==> src/rtl/fbq_pkg.sv <==
package fbq_pkg;

    typedef enum logic [2:0] {
        ST_IDLE,
        ST_BUILD,
        ST_TXPOLL,
        ST_POST,
        ST_RXPOLL,
        ST_FETCH,
        ST_READBACK,
        ST_JUDGE
    } fbq_state_e;

    localparam int unsigned IDX_W     = 4;
    localparam int unsigned REC_WORDS = 10;

    localparam logic [IDX_W-1:0] IDX_LAST  = IDX_W'(REC_WORDS - 1);
    localparam logic [IDX_W-1:0] IDX_PITCH = IDX_W'(4);
    localparam logic [IDX_W-1:0] IDX_PTR   = IDX_W'(8);
    localparam logic [IDX_W-1:0] IDX_SIZE  = IDX_W'(9);

    localparam logic [7:0] OFS_MSG   = 8'h00;
    localparam logic [7:0] OFS_STAT  = 8'h18;
    localparam logic [7:0] OFS_WRITE = 8'h20;

endpackage

==> src/rtl/fbq_rec_word.sv <==
module fbq_rec_word #(
    parameter int unsigned    DW     = 32,
    parameter int unsigned    IW     = 4,
    parameter logic [DW-1:0]  WIDTH  = 640,
    parameter logic [DW-1:0]  HEIGHT = 480,
    parameter logic [DW-1:0]  DEPTH  = 24
) (
    input  logic [IW-1:0] idx,
    output logic [DW-1:0] word
);

    // Requested geometry; every field the coprocessor fills in is sent as zero.
    always_comb begin
        case (idx)
            IW'(0):  word = WIDTH;
            IW'(1):  word = HEIGHT;
            IW'(2):  word = WIDTH;
            IW'(3):  word = HEIGHT;
            IW'(5):  word = DEPTH;
            default: word = '0;
        endcase
    end

endmodule

==> src/rtl/fbq_reply_check.sv <==
module fbq_reply_check #(
    parameter int unsigned DW   = 32,
    parameter int unsigned CH_W = 4,
    parameter int unsigned CHAN = 1
) (
    input  logic [DW-1:0] msg,
    output logic          chan_hit,
    output logic          data_zero
);

    always_comb begin
        chan_hit  = (msg[CH_W-1:0] == CH_W'(CHAN));
        data_zero = (msg[DW-1:CH_W] == '0);
    end

endmodule

==> src/rtl/fbq_try_ctr.sv <==
module fbq_try_ctr #(
    parameter int unsigned MAX = 16
) (
    input  logic clk,
    input  logic rst_n,
    input  logic clr,
    input  logic inc,
    output logic last
);

    localparam int unsigned CW = $clog2(MAX + 1);

    logic [CW-1:0] cnt_d, cnt_q;

    always_comb begin
        cnt_d = cnt_q;
        if (clr) begin
            cnt_d = '0;
        end else if (inc) begin
            cnt_d = cnt_q + 1'b1;
        end
        last = (cnt_q == CW'(MAX - 1));
    end

    always_ff @(posedge clk or negedge rst_n) begin
        if (!rst_n) begin
            cnt_q <= '0;
        end else begin
            cnt_q <= cnt_d;
        end
    end

endmodule

==> src/rtl/fbq_acquire.sv <==
module fbq_acquire
    import fbq_pkg::*;
#(
    parameter int unsigned   DW         = 32,
    parameter int unsigned   AW         = 32,
    parameter int unsigned   OFS_W      = 8,
    parameter int unsigned   CH_W       = 4,
    parameter int unsigned   CHAN       = 1,
    parameter logic [AW-1:0] REC_BASE   = 32'h0040_0000,
    parameter logic [DW-1:0] REQ_WIDTH  = 640,
    parameter logic [DW-1:0] REQ_HEIGHT = 480,
    parameter logic [DW-1:0] REQ_DEPTH  = 24,
    parameter int unsigned   RETRY_MAX  = 16
) (
    input  logic             clk,
    input  logic             rst_n,
    input  logic             start,
    output logic             mb_req,
    output logic             mb_we,
    output logic [OFS_W-1:0] mb_addr,
    output logic [DW-1:0]    mb_wdata,
    input  logic             mb_ack,
    input  logic [DW-1:0]    mb_rdata,
    output logic             mem_req,
    output logic             mem_we,
    output logic [AW-1:0]    mem_addr,
    output logic [DW-1:0]    mem_wdata,
    input  logic             mem_ack,
    input  logic [DW-1:0]    mem_rdata,
    output logic             done,
    output logic             ok,
    output logic             err,
    output logic [DW-1:0]    fb_pitch,
    output logic [DW-1:0]    fb_ptr,
    output logic [DW-1:0]    fb_size
);

    localparam int unsigned   FULL_BIT  = DW - 1;
    localparam int unsigned   EMPTY_BIT = DW - 2;
    localparam logic [DW-1:0] POST_MSG  = DW'({REC_BASE[AW-1:CH_W], CH_W'(CHAN)});

    typedef struct packed {
        fbq_state_e       st;
        logic [IDX_W-1:0] idx;
        logic             rep_zero;
        logic [DW-1:0]    pitch;
        logic [DW-1:0]    ptr;
        logic [DW-1:0]    size;
        logic             done;
        logic             ok;
        logic             err;
    } regs_t;

    regs_t r_d, r_q;

    logic [DW-1:0] rec_word;
    logic          chan_hit, data_zero;
    logic          try_clr, try_inc, try_last;

    fbq_rec_word #(
        .DW(DW), .IW(IDX_W),
        .WIDTH(REQ_WIDTH), .HEIGHT(REQ_HEIGHT), .DEPTH(REQ_DEPTH)
    ) u_word (
        .idx  (r_q.idx),
        .word (rec_word)
    );

    fbq_reply_check #(
        .DW(DW), .CH_W(CH_W), .CHAN(CHAN)
    ) u_reply (
        .msg       (mb_rdata),
        .chan_hit  (chan_hit),
        .data_zero (data_zero)
    );

    fbq_try_ctr #(
        .MAX(RETRY_MAX)
    ) u_tries (
        .clk   (clk),
        .rst_n (rst_n),
        .clr   (try_clr),
        .inc   (try_inc),
        .last  (try_last)
    );

    always_comb begin
        r_d       = r_q;
        r_d.done  = 1'b0;
        try_clr   = 1'b0;
        try_inc   = 1'b0;

        mb_req    = 1'b0;
        mb_we     = 1'b0;
        mb_addr   = '0;
        mb_wdata  = '0;
        mem_req   = 1'b0;
        mem_we    = 1'b0;
        mem_addr  = REC_BASE + (AW'(r_q.idx) << 2);
        mem_wdata = rec_word;

        case (r_q.st)
            ST_IDLE: begin
                if (start) begin
                    r_d.st    = ST_BUILD;
                    r_d.idx   = '0;
                    r_d.ok    = 1'b0;
                    r_d.err   = 1'b0;
                    r_d.pitch = '0;
                    r_d.ptr   = '0;
                    r_d.size  = '0;
                    try_clr   = 1'b1;
                end
            end
            ST_BUILD: begin
                mem_req = 1'b1;
                mem_we  = 1'b1;
                if (mem_ack) begin
                    if (r_q.idx == IDX_LAST) begin
                        r_d.st = ST_TXPOLL;
                    end else begin
                        r_d.idx = r_q.idx + 1'b1;
                    end
                end
            end
            ST_TXPOLL: begin
                mb_req  = 1'b1;
                mb_addr = OFS_W'(OFS_STAT);
                if (mb_ack && !mb_rdata[FULL_BIT]) begin
                    r_d.st = ST_POST;
                end
            end
            ST_POST: begin
                mb_req   = 1'b1;
                mb_we    = 1'b1;
                mb_addr  = OFS_W'(OFS_WRITE);
                mb_wdata = POST_MSG;
                if (mb_ack) begin
                    r_d.st = ST_RXPOLL;
                end
            end
            ST_RXPOLL: begin
                mb_req  = 1'b1;
                mb_addr = OFS_W'(OFS_STAT);
                if (mb_ack && !mb_rdata[EMPTY_BIT]) begin
                    r_d.st = ST_FETCH;
                end
            end
            ST_FETCH: begin
                mb_req  = 1'b1;
                mb_addr = OFS_W'(OFS_MSG);
                if (mb_ack) begin
                    if (chan_hit) begin
                        r_d.rep_zero = data_zero;
                        r_d.idx      = IDX_PITCH;
                        r_d.st       = ST_READBACK;
                    end else begin
                        r_d.st = ST_RXPOLL;
                    end
                end
            end
            ST_READBACK: begin
                mem_req = 1'b1;
                if (mem_ack) begin
                    if (r_q.idx == IDX_PITCH) begin
                        r_d.pitch = mem_rdata;
                        r_d.idx   = IDX_PTR;
                    end else if (r_q.idx == IDX_PTR) begin
                        r_d.ptr = mem_rdata;
                        r_d.idx = IDX_SIZE;
                    end else begin
                        r_d.size = mem_rdata;
                        r_d.st   = ST_JUDGE;
                    end
                end
            end
            ST_JUDGE: begin
                if (r_q.rep_zero && (r_q.ptr != '0)) begin
                    r_d.ok   = 1'b1;
                    r_d.done = 1'b1;
                    r_d.st   = ST_IDLE;
                end else if (try_last) begin
                    r_d.err  = 1'b1;
                    r_d.done = 1'b1;
                    r_d.st   = ST_IDLE;
                end else begin
                    try_inc = 1'b1;
                    r_d.idx = '0;
                    r_d.st  = ST_BUILD;
                end
            end
            default: r_d.st = ST_IDLE;
        endcase
    end

    always_ff @(posedge clk or negedge rst_n) begin
        if (!rst_n) begin
            r_q <= '{st: ST_IDLE, default: '0};
        end else begin
            r_q <= r_d;
        end
    end

    assign done     = r_q.done;
    assign ok       = r_q.ok;
    assign err      = r_q.err;
    assign fb_pitch = r_q.pitch;
    assign fb_ptr   = r_q.ptr;
    assign fb_size  = r_q.size;

endmodule

==> config.mk <==
export PLATFORM = sky130hd
export DESIGN_NAME = fbq_acquire
export DESIGN_NICKNAME = d
export VERILOG_FILES = /design/src/rtl/fbq_pkg.sv /design/src/rtl/fbq_rec_word.sv /design/src/rtl/fbq_reply_check.sv /design/src/rtl/fbq_try_ctr.sv /design/src/rtl/fbq_acquire.sv
export SDC_FILE = /design/constraint.sdc
export NUM_CORES = 1
export LEC_CHECK = 0
export BUFFER_PORTS_ARGS = -buffer_cell sky130_fd_sc_hd__buf_2
export CAP_MARGIN = 5
export CORE_ASPECT_RATIO = 1.5
export CORE_UTILIZATION = 49
export CTS_BUF_LIST = sky130_fd_sc_hd__clkbuf_2 sky130_fd_sc_hd__clkbuf_4 sky130_fd_sc_hd__clkbuf_8
export DETAILED_ROUTE_END_ITERATION = 16
export GPL_TIMING_DRIVEN = 0
export PLACE_DENSITY = 0.87
export SYNTH_ARGS = -nofsm -noshare
export SYNTH_HDL_FRONTEND = slang
export SYNTH_HIERARCHICAL = 1
export SYNTH_SLANG_ARGS = --single-unit
==> constraint.sdc <==
create_clock -name clk -period 2.9 [get_ports clk]
set_clock_uncertainty 0.15 [all_clocks]
set_input_delay 0.58 -clock clk [delete_from_list [all_inputs] [get_ports clk]]
set_output_delay 0.58 -clock clk [all_outputs]
set_load 0.05 [all_outputs]
==> results.yml <==
place:
  placed_area_sq_mm: 0.007744
  place_hpwl_microns: 12740
  io_buffers: 187
  dp_slack_ps: -2.953
  dp_cells: 1123
  place_congestion: 0.8878
global_routing:
  grt_pass1_wl_microns: 25030
  busiest_layer: "met2"
  antenna_found_initial: 0
  grt_max_degree: 63
  use_met3_pct: 3.474
  gr-usage-met1_pct: 28.84
  gr-usage-all-layers_pct: 25.07
  overflow: 0
  met2_usage_pct: 46.95
  grt_pass1_vias: 4990
worst_setup_path:
  crit_arrival_ps: 2890
  critPathRequiredTime_ps: 3050
  worstPathMaxFanout: 10
  path_class: "flip-flop to flip-flop"
  cp-start-kind: "flip-flop"
  endpoint_kind: "flip-flop"
clock_network:
  cts_buffers: 9
  postCtsHoldBufs: 0
  clockBufferDepth: 2
  cts.sinks: 112
  h-tree-depth: 3
  insertion_delay_ps: 370
  cts_tree: "built"
  cts_root_buf: "clkbuf_8"
  clk_pin_slew_worst_paths_ps: 100
layout:
  nNetsFinal: 1055
  syn2layout_area_growth_pct: 26.81
  antennaDiodeCount: 0
  regArea_sq_mm: 0.002803
  n_fill_cell: 1087
  fin_util_pct: 63.80
  stdcell_area_sq_mm: 0.007943
  multi_input_area_sq_mm: 0.002188
  final_layout_size_suffix_gt1_share_pct: 42.32
  layout.cells.non_filler: 1139
flow_run:
  maxCapViolations: 0
detailed_routing:
  avgViaCountPerCell: 4.655
  ant_nets: 0
  first_iter_violations: 213
  drt-pass1-iter-count: 4
  drc: 0
  wl_microns: 16380
  dr_total_vias: 5302
  routedWlPerCell_microns: 14.38
synthesis:
  synth_top_cell_area_share_pct: 44.75
  synth_top_area_cell: "dfrtp_1"
  synth_seq_cells: 112
  synthTopCellsByArea: "dfrtp_1 (45%), buf_4 (23%), nand2_1 (8.1%)"
  synth_edf_count: 0
  async_reset_ff_share_pct: 100.0
  avgSynthCellArea_sq_um: 9.025
  synth_flop_cell: "dfrtp_1"
  synth_cells: 694
  synth_warnings: 6
  synthDistinctLibCells: 53
  synth.yosys.seq_area_share_pct: 44.75
  netlist_area_sq_mm: 0.006264
timing:
  drv_slew: 0
  fin_tns_setup_ps: 0
  setup_violations: 0
  tightest_slew_ps: 964.7
  fin_crit_sh_pct: 94.52
  fin_hold_ws_ps: 132.0
  max_slew_margin_pct: 35.25
  finalHoldViolations: 0
  fin_ws_ps: 158.8
  fmax_mhz: 364.8
  fin_crit_ps: 2741
  rsz0062_at_grt: "no"
power:
  vdd_ir_drop_max_v: 0.0004719
  p_leak_nw: 4.529
  power.density_mw_per_mm2: 623.9
  total_power_mw: 4.956
floorplan:
  placementRows: 50
  die_area_sq_mm: 0.01325
  core_sq_mm: 0.01245
  start_util_pct: 50.31
  die_y_microns: 140.5
  io_pins: 276
  die_w_microns: 94.32
run_status:
  outcome: "complete, no violations"
worst_hold_path:
  hold_class: "input port to asynchronous set/reset pin"
[report_power, final]
group / internal (mW) / switching, mW
Sequential: 1.66 / 0.107
Clock: 0.358 / 0.520
Combinational: 0.634 / 1.67
Total: 2.65 / 2.30
[worst paths after layout]
kind / from / to / slack (ps) / depth (start not counted)
max in group asynchronous: rst_n / fb_ptr[1] / 1730 / 2
worst min-delay path: rst_n / fb_pitch[21] / 130 / 1
worst max-delay path: r_q[100] / fb_size[21] / 160 / 7
min in group clk: fb_pitch[23] / fb_pitch[23] / 340 / 2
worst min register to register: fb_pitch[23] / fb_pitch[23] / 340 / 2
worst max register to register: r_q[100] / fb_size[21] / 160 / 7
[cell type report]
class                      instances  share of cell area [%]
clock inverter                     4                  0.3623
clock buffer                      12                   1.922
multi-input combinational        437                   27.55
sequential                       112                   35.29
buffer                           220                   19.79
tap                              156                   2.457
timing repair buffer             188                   12.16
inverter                          10                  0.4726
[cells in the mapped netlist (all sizes together), types with 3 or more instances]
library cell  instances
a211oi                4
a21oi                 6
a31oi                 4
buf                 199
clkbuf               21
conb                  3
dfrtp               112
ha                    8
inv                  10
mux2i                 4
nand2               135
nand2b                7
nand3                 4
nand3b                3
nand4                 5
nor2                 15
nor3                  3
nor3b                 3
nor4                 20
o21ai               100
[cells in the final DEF (no fill, tap or decap), types with 2 or more instances in the layout]
| cell type | Yosys | routed |
|---|---|---|
| conb_1 | 3 | 88 |
| clkbuf_4 | 0 | 2 |
| nor3b_1 | 3 | 3 |
| o21ai_0 | 92 | 92 |
| nand3_1 | 4 | 4 |
| o21ai_1 | 8 | 8 |
| nor4_2 | 2 | 2 |
| nor2_1 | 14 | 14 |
| inv_1 | 10 | 10 |
| and3_1 | 2 | 2 |
| dfrtp_1 | 112 | 112 |
| nand3b_1 | 3 | 3 |
| ha_1 | 8 | 8 |
| nand2_1 | 135 | 135 |
| a31oi_1 | 4 | 2 |
| a31oi_2 | 0 | 2 |
| buf_4 | 196 | 197 |
| nor4_1 | 18 | 18 |
| buf_2 | 2 | 188 |
| clkinvlp_4 | 0 | 2 |
| clkbuf_8 | 0 | 10 |
| nand2b_1 | 7 | 7 |
| a211o_1 | 2 | 2 |
| clkbuf_1 | 21 | 21 |
| nor3_1 | 3 | 2 |
| a21oi_1 | 6 | 6 |
| nand4_1 | 4 | 4 |
| mux2i_1 | 4 | 4 |
| a211oi_1 | 3 | 3 |
[routing by layer]
metal / vias to the layer above / routed length [microns]
li1: 2588 / -
met1: 2468 / 6143
met2: 228 / 9039
met3: 18 / 917
met4: 0 / 283
met5: - / 0
[sequential cells by signal (all words and copies together) (netlist names)]
register and cells:
done 1, err 1, fb_pitch 32, fb_ptr 32
fb_size 32, ok 1, r_q 8, u_tries/cnt_q 5
[logic make-up after synthesis]
group,share of synthesized area (%)
AO/OA/AOI/OAI,11.25
XOR/XNOR,0.2797
adder cells (fa/ha/maj),1.598
buffers and inverters,25.69
flip-flops,44.75
multiplexers,1.059
other,0.1798
AND/OR/NAND/NOR,15.20
[what timing repair did]
| action | 4_1_cts | 5_1_grt |
|---|---|---|
| endpoints found under the setup margin | 0 | 64 |
| setup buffers | 0 | 0 |
| resized for setup | 0 | 3 |
[worst max-delay path, stage by stage, from the launching register on]
cell and delay, ps:
dfrtp_1 480, inv_1 110, ha_1 220, a21oi_1 100, o21ai_1 750, clkbuf_1 640
nand2_1 120, o21ai_0 100
(Power assumes the default switching activity.)
